### src/rtl/rotl_pkg.sv
package rotl_pkg;

  // number of amount bits consumed by one stage
  function automatic int dig_bits(input int radix);
    return (radix == 4) ? 2 : 1;
  endfunction

  // number of registered stages for a given amount width
  function automatic int n_stages(input int amt_w, input int dig_w);
    return (amt_w + dig_w - 1) / dig_w;
  endfunction

endpackage

### src/rtl/rotl_rot_mux.sv
module rotl_rot_mux #(
  parameter int WIDTH = 32,
  parameter int DIG_W = 1,
  parameter int STEP  = 1
) (
  input  logic [WIDTH-1:0] dat_i,
  input  logic [DIG_W-1:0] digit_i,
  output logic [WIDTH-1:0] rot_o
);

  localparam int NCAND = 1 << DIG_W;

  logic [WIDTH-1:0] cand [NCAND];

  // each candidate is a fixed rotation: wiring only, no logic
  for (genvar j = 0; j < NCAND; j++) begin : g_cand
    localparam int SH = (j * STEP) % WIDTH;
    if (SH == 0) begin : g_id
      assign cand[j] = dat_i;
    end else begin : g_rot
      assign cand[j] = {dat_i[WIDTH-1-SH:0], dat_i[WIDTH-1 -: SH]};
    end
  end

  always_comb begin
    rot_o = cand[digit_i];
  end

endmodule

### src/rtl/rotl_stage.sv
module rotl_stage #(
  parameter int WIDTH = 32,
  parameter int PAD_W = 5,
  parameter int DIG_W = 1,
  parameter int STG   = 0
) (
  input  logic             clk,
  input  logic             rst_n,
  input  logic             vld_i,
  input  logic [WIDTH-1:0] dat_i,
  input  logic [PAD_W-1:0] amt_i,
  output logic             vld_o,
  output logic [WIDTH-1:0] dat_o,
  output logic [PAD_W-1:0] amt_o
);

  localparam int BASE = STG * DIG_W;
  localparam int STEP = 1 << BASE;

  logic [DIG_W-1:0] digit;
  logic [WIDTH-1:0] dat_nxt;
  logic             vld_q;
  logic [WIDTH-1:0] dat_q;
  logic [PAD_W-1:0] amt_q;

  assign digit = amt_i[BASE +: DIG_W];

  rotl_rot_mux #(
    .WIDTH (WIDTH),
    .DIG_W (DIG_W),
    .STEP  (STEP)
  ) u_mux (
    .dat_i   (dat_i),
    .digit_i (digit),
    .rot_o   (dat_nxt)
  );

  // valid bit: the only reset flop of the stage
  always_ff @(posedge clk or negedge rst_n) begin
    if (!rst_n) begin
      vld_q <= 1'b0;
    end else begin
      vld_q <= vld_i;
    end
  end

  // payload: loaded only with a valid operand
  always_ff @(posedge clk) begin
    if (vld_i) begin
      dat_q <= dat_nxt;
      amt_q <= amt_i;
    end
  end

  assign vld_o = vld_q;
  assign dat_o = dat_q;
  assign amt_o = amt_q;

  // a rotation keeps the population count
  a_r7_bits_kept: assert property (@(posedge clk) disable iff (!rst_n)
    vld_q |-> ($countones(dat_q) == $countones($past(dat_i))));

  // a zero digit passes the word unchanged
  a_r2_zero_pass: assert property (@(posedge clk) disable iff (!rst_n)
    (vld_q && ($past(digit) == '0)) |-> (dat_q == $past(dat_i)));

  // control bits travel with their own operand
  a_r4_amt_follows: assert property (@(posedge clk) disable iff (!rst_n)
    vld_q |-> (amt_q == $past(amt_i)));

endmodule

### src/rtl/rotl_pipe.sv
module rotl_pipe #(
  parameter int  WIDTH = 32,
  parameter int  RADIX = 2,
  localparam int AMT_W = $clog2(WIDTH)
) (
  input  logic             clk,
  input  logic             rst_n,
  input  logic             in_vld,
  input  logic [WIDTH-1:0] in_dat,
  input  logic [AMT_W-1:0] in_amt,
  output logic             out_vld,
  output logic [WIDTH-1:0] out_dat
);

  localparam int DIG_W = rotl_pkg::dig_bits(RADIX);
  localparam int NSTG  = rotl_pkg::n_stages(AMT_W, DIG_W);
  localparam int PAD_W = NSTG * DIG_W;
  localparam int CNT_W = $clog2(NSTG + 2);

  logic [NSTG:0]            vld_c;
  logic [NSTG:0][WIDTH-1:0] dat_c;
  logic [NSTG:0][PAD_W-1:0] amt_c;

  assign vld_c[0] = in_vld;
  assign dat_c[0] = in_dat;
  assign amt_c[0] = PAD_W'(in_amt);

  for (genvar s = 0; s < NSTG; s++) begin : g_stg
    rotl_stage #(
      .WIDTH (WIDTH),
      .PAD_W (PAD_W),
      .DIG_W (DIG_W),
      .STG   (s)
    ) u_stage (
      .clk   (clk),
      .rst_n (rst_n),
      .vld_i (vld_c[s]),
      .dat_i (dat_c[s]),
      .amt_i (amt_c[s]),
      .vld_o (vld_c[s+1]),
      .dat_o (dat_c[s+1]),
      .amt_o (amt_c[s+1])
    );
  end

  assign out_vld = vld_c[NSTG];
  assign out_dat = dat_c[NSTG];

  logic unused_amt;
  assign unused_amt = ^amt_c[NSTG];

  // in-flight counter for the pipeline-level checks
  logic [CNT_W-1:0] inflight_q;
  logic [CNT_W-1:0] inflight_nxt;

  always_comb begin
    inflight_nxt = inflight_q + CNT_W'(in_vld) - CNT_W'(out_vld);
  end

  always_ff @(posedge clk or negedge rst_n) begin
    if (!rst_n) begin
      inflight_q <= '0;
    end else begin
      inflight_q <= inflight_nxt;
    end
  end

  // no result appears without an accepted operand
  a_r5_no_orphan: assert property (@(posedge clk) disable iff (!rst_n)
    out_vld |-> (inflight_q != '0));

  // never more operands in flight than stages
  a_r3_depth_bound: assert property (@(posedge clk) disable iff (!rst_n)
    inflight_q <= CNT_W'(NSTG));

endmodule

### config.mk
export PLATFORM = sky130hd
export DESIGN_NAME = rotl_pipe
export DESIGN_NICKNAME = d
export VERILOG_FILES = /design/src/rtl/rotl_pkg.sv /design/src/rtl/rotl_rot_mux.sv /design/src/rtl/rotl_stage.sv /design/src/rtl/rotl_pipe.sv
export SDC_FILE = /design/constraint.sdc
export NUM_CORES = 1
export LEC_CHECK = 0
export BUFFER_PORTS_ARGS = -buffer_cell sky130_fd_sc_hd__clkbuf_2
export CORE_MARGIN = 2
export CORE_UTILIZATION = 64
export DETAILED_ROUTE_END_ITERATION = 7
export PLACE_DENSITY = 0.82
export SETUP_SLACK_MARGIN = 0.1
export SKIP_CTS_REPAIR_TIMING = 1
export SYNTH_ARGS = -nofsm -noshare
export SYNTH_HDL_FRONTEND = slang
export SYNTH_SLANG_ARGS = --single-unit
### constraint.sdc
create_clock -name clk -period 3.5 [get_ports clk]
set_input_delay 0.35 -clock clk [delete_from_list [all_inputs] [get_ports clk]]
set_output_delay 0.35 -clock clk [all_outputs]
set_load 0.005 [all_outputs]
Yosys cells after proc, flatten, opt, wreduce, memory -nomap -nowiden --
Cells that the tools add are included.
Cells by class: $add $sub $neg 0, multiply operators 0, div/mod/pow operators 0, order comparisons 5, equality and inequality tests 0, shift-type cells 0, multiplexer cells 15, bitwise operators 5, reductions and logical operators 0
Operator list (number):
- 32-bit two-way mux | 15
- 2-bit greater-or-equal comparator, second input constant | 5
- 1-bit inverter with 2-bit output | 5
Word-level totals: bits in registers 185, bits in latches 0, bits in writable memories 0, memory bits (read-only) 0, input port bits 40, logic and storage cells 39, memories 0

Logic depth before layout (Yosys ltp) --
depth in word-level cells 4, mapped depth 3

By module --
Synthesis repeated with hierarchy kept, for this count alone.
Second synthesis, totals: cell total of the unflattened synthesis 370, area total of the unflattened synthesis 8401.8 sq um
Modules (own cells, without submodules):
- rotl_stage | times used 5, cells each 38, area an instance 1136.1 sq um
- rotl_rot_mux | times used 5, cells each 36, area an instance 544.3 sq um

Least setup slack after synthesis --
OpenSTA, ideal clock, no wires.
path kind register to register, from register g_stg[0].u_stage.vld_q, to register g_stg[1].u_stage.amt_q[2], enable pin, setup time 0.392 ns, data arrival time 1.010 ns, data required time 3.108 ns, slack 2.098 ns, cell stages (with the launch flop) 1, path through dfrtp_1
RTL lines:
- start, declared | RTL line rotl_stage.sv:22 | logic vld_q;
- start signal, assigned | RTL line rotl_stage.sv:43 | vld_q <= vld_i;
- end signal, assigned | RTL line rotl_stage.sv:51 | amt_q <= amt_i;
- end, declared | RTL line rotl_stage.sv:24 | logic [PAD_W-1:0] amt_q;
No word-level cell between the ends.

Worst setup path after layout --
from register g_stg[0].u_stage.vld_q, to register g_stg[1].u_stage.dat_q[9], enable pin
RTL lines:
- end signal, assigned | RTL line rotl_stage.sv:50 | dat_q <= dat_nxt;
- end, declared | RTL line rotl_stage.sv:23 | logic [WIDTH-1:0] dat_q;
No word-level cell between the ends.

==> flow_summary.yaml <==
clock_network:
  clk_path_buf_depth: 2
  clock_tree.htree_level_count: 4
  tritoncts_clock_tree: "done"
  clk_pin_slew_worst_paths_ps: 60
  cts.root.buffer_cell: "sky130_fd_sc_hd__clkbuf_16"
  number_of_clock_buffers_inserted_by_tritoncts: 17
  numClockSinks: 175
  worst_skew_pair.late_latency_ps: 420
synthesis:
  synth.ff_latch_count: 175
  synthesized_area_per_cell_um2: 21.2
  yosysWarnings: 0
  synthesized_nets: 427
  synthTopCellsByArea: "sky130_fd_sc_hd__edfxtp_1, sky130_fd_sc_hd__mux2_4, sky130_fd_sc_hd__buf_12"
  synth_top_cells_by_count: "sky130_fd_sc_hd__edfxtp_1, sky130_fd_sc_hd__mux2_4, sky130_fd_sc_hd__buf_4"
  synth.most_common_cell: "sky130_fd_sc_hd__edfxtp_1"
  postSynthCellCount: 387
  count_of_flip_flops_with_a_built_in_enable_after_synthesis: 170
  ys_dominant_reg_cell: "sky130_fd_sc_hd__edfxtp_1"
  postSynth.asyncResetShare: 0.0286
  synth_largest_area_cell: "sky130_fd_sc_hd__edfxtp_1"
  synth_cell_types: 7
  synth.top_cell.area_share: 0.623
  post_synth_instance_area_um2: 8190
  synth.yosys.seq_area_share: 0.638
route:
  route.detailed.vias_per_inst: 5.07
  post_drt_wl_per_cell_um: 14.4
  via_count: 3121
  ant_nets: 0
  route.detailed.drc: 0
  postRouteWirelength_mm: 8.86
  dr.first_iter.drc_count: 86
  drtPass1Iterations: 4
layout:
  post_route_cells_drive_above_1_share: 0.592
  flow.area_growth_from_synthesis_pct: 7.64
  n_fill_cell: 773
  finish.net_count: 471
  diodes: 0
  post-route-cell-area_um2: 8820
pwr:
  comb_power_share: 0.089
  clockPowerShare: 0.381
  seq_power_share: 0.531
  pwr_density_cell_nw_per_um2: 561
  peakVddDrop_mv: 0.287
  netSwitchingPower_w: 0.000921
  p_sw_frac: 0.186
  power_leakage_nw: 3.61
  intPower_w: 0.00402
global_routing:
  grt_start_max_net_pins: 38
  grt_pass1_wl_mm: 14.2
  grt_usage: 0.142
  grt_pass1_vias: 3016
  grt_antenna_before_repair: 0
  grt_remaining_overflow: 0
place:
  detailedPlace.worstSlack_ps: 1690
  gp_routability_congestion: 0.711
  port_buffers: 72
  dpl.hpwl_mm: 6.36
  dpl-instance-area_um2: 8200
worst_hold_path:
  hp-class: "in -> reg"
  timing.hold.worst_path_depth: 1
setup_path:
  r2r_cells: 0
  worstSetupEndpointType: "flop"
  critical_path_required_time_ps: 3530
  timing.setup.critical_path_class: "reg -> reg"
  worst_ep_arrival_time_ps: 1620
  critical_path_source_type: "flop"
  timing.critical_path.depth: 0
  timing.critical_path.fanout_max: 36
  worst-r2r-setup-slack_ps: 1910
sta:
  min_period_ps: 1590
  maxSlewViolCount: 0
  timing_worst_slew_pin_value_ps: 1280
  max_clock_freq_ghz: 0.627
  rsz_0062_raised_after_global_routing: "no"
  report.final.hold_viol_count: 0
  fin_setup_tns_ps: 0
  timing.final.setup_violations: 0
  clock_skew_ps: 8.85
  final_critical_path_setup_slack_ps: 1910
  timing.slew.headroom: 0.149
  fin_crit_sh: 0.456
floorplanning:
  floorplan.initialDensity: 0.652
  core_um2: 12600
  floorplan.die.height_um: 117
  io_pins: 73
  num_rows: 41
  dieArea_um2: 13700
  die-width_um: 117
run_status:
  outcome: "finished, final reports clean"
job:
  maxCapViolCount: 0
## cell families (layout without fill, tap and decap cells)
| family | count (synthesis) | after routing | share of synthesized area |
|---|---|---|---|
| buffers and inverters | 52 | 109 | 0.0729 |
| multiplexers | 160 | 160 | 0.289 |
| flip-flops | 175 | 175 | 0.638 |
## final timing paths
path                                            from                         to
max                           g_stg[0].u_stage.vld_o  g_stg[1].u_stage.dat_o[9]
min                                        in_amt[3]  g_stg[0].u_stage.amt_o[3]
max reg2reg                   g_stg[0].u_stage.vld_o  g_stg[1].u_stage.dat_o[9]
min reg2reg                g_stg[2].u_stage.amt_o[4]  g_stg[3].u_stage.amt_o[4]
max in group asynchronous                      rst_n     g_stg[2].u_stage.vld_o
min in group asynchronous                      rst_n     g_stg[0].u_stage.vld_o
## state kept, by name, indices dropped and copies added (netlist names)
name	flops
g_stg.u_stage.dat_o	160
g_stg.u_stage.amt_o	10
g_stg.u_stage.vld_o	5
## layout by cell type (no fill, tap or decap), drive strengths merged
master / count
edfxtp: 170
bufinv: 3
dfrtp: 5
mux2: 160
clkinvlp: 1
dlygate4sd3: 1
buf: 4
clkinv: 2
clkbuf: 98
## power by group through the flow
| stage | sequential [W] | combinational [W] | clock [W] |
|---|---|---|---|
| 2_1_floorplan | 0.00263 | 0.000419 | 0 |
| 6_report | 0.00262 | 0.000439 | 0.00188 |
| 3_3_place_gp | 0.00265 | 0.000433 | 0 |
| 3_5_place_dp | 0.00267 | 0.000442 | 0 |
| 5_1_grt | 0.00264 | 0.000468 | 0.00201 |
| 4_1_cts | 0.00263 | 0.000444 | 0.00193 |
## metrics by stage
step,utilization,total power (W),hold WS (ps),cells
2_1_floorplan,-,0.00305,54.4,387
3_3_place_gp,0.652,0.00309,179,583
3_5_place_dp,0.652,0.00311,184,583
4_1_cts,0.701,0.00500,-273,615
5_1_grt,0.702,0.00513,85.1,616
6_report,0.702,0.00494,108,616
## cell type report
cell class,instances,area [µm²],share of cell area
flip-flops and latches,175,5230,0.593
multi-input cells,160,2360,0.268
clock buffers,26,499,0.0566
repair buffers,77,400,0.0454
well taps,172,215,0.0244
clock inverters,6,108,0.0122
## metal layers
layer  part of all wire  up-vias  global-route usage  wire [µm]
met2               0.52       88               0.251       4600
met3              0.044       15              0.0433        387
li1                   -     1544                   -          -
met5                  0        -                   0          0
met1               0.41     1474               0.151       3650
met4              0.025        0              0.0824        223
No activity file was read; power rests on OpenSTA's default activity.
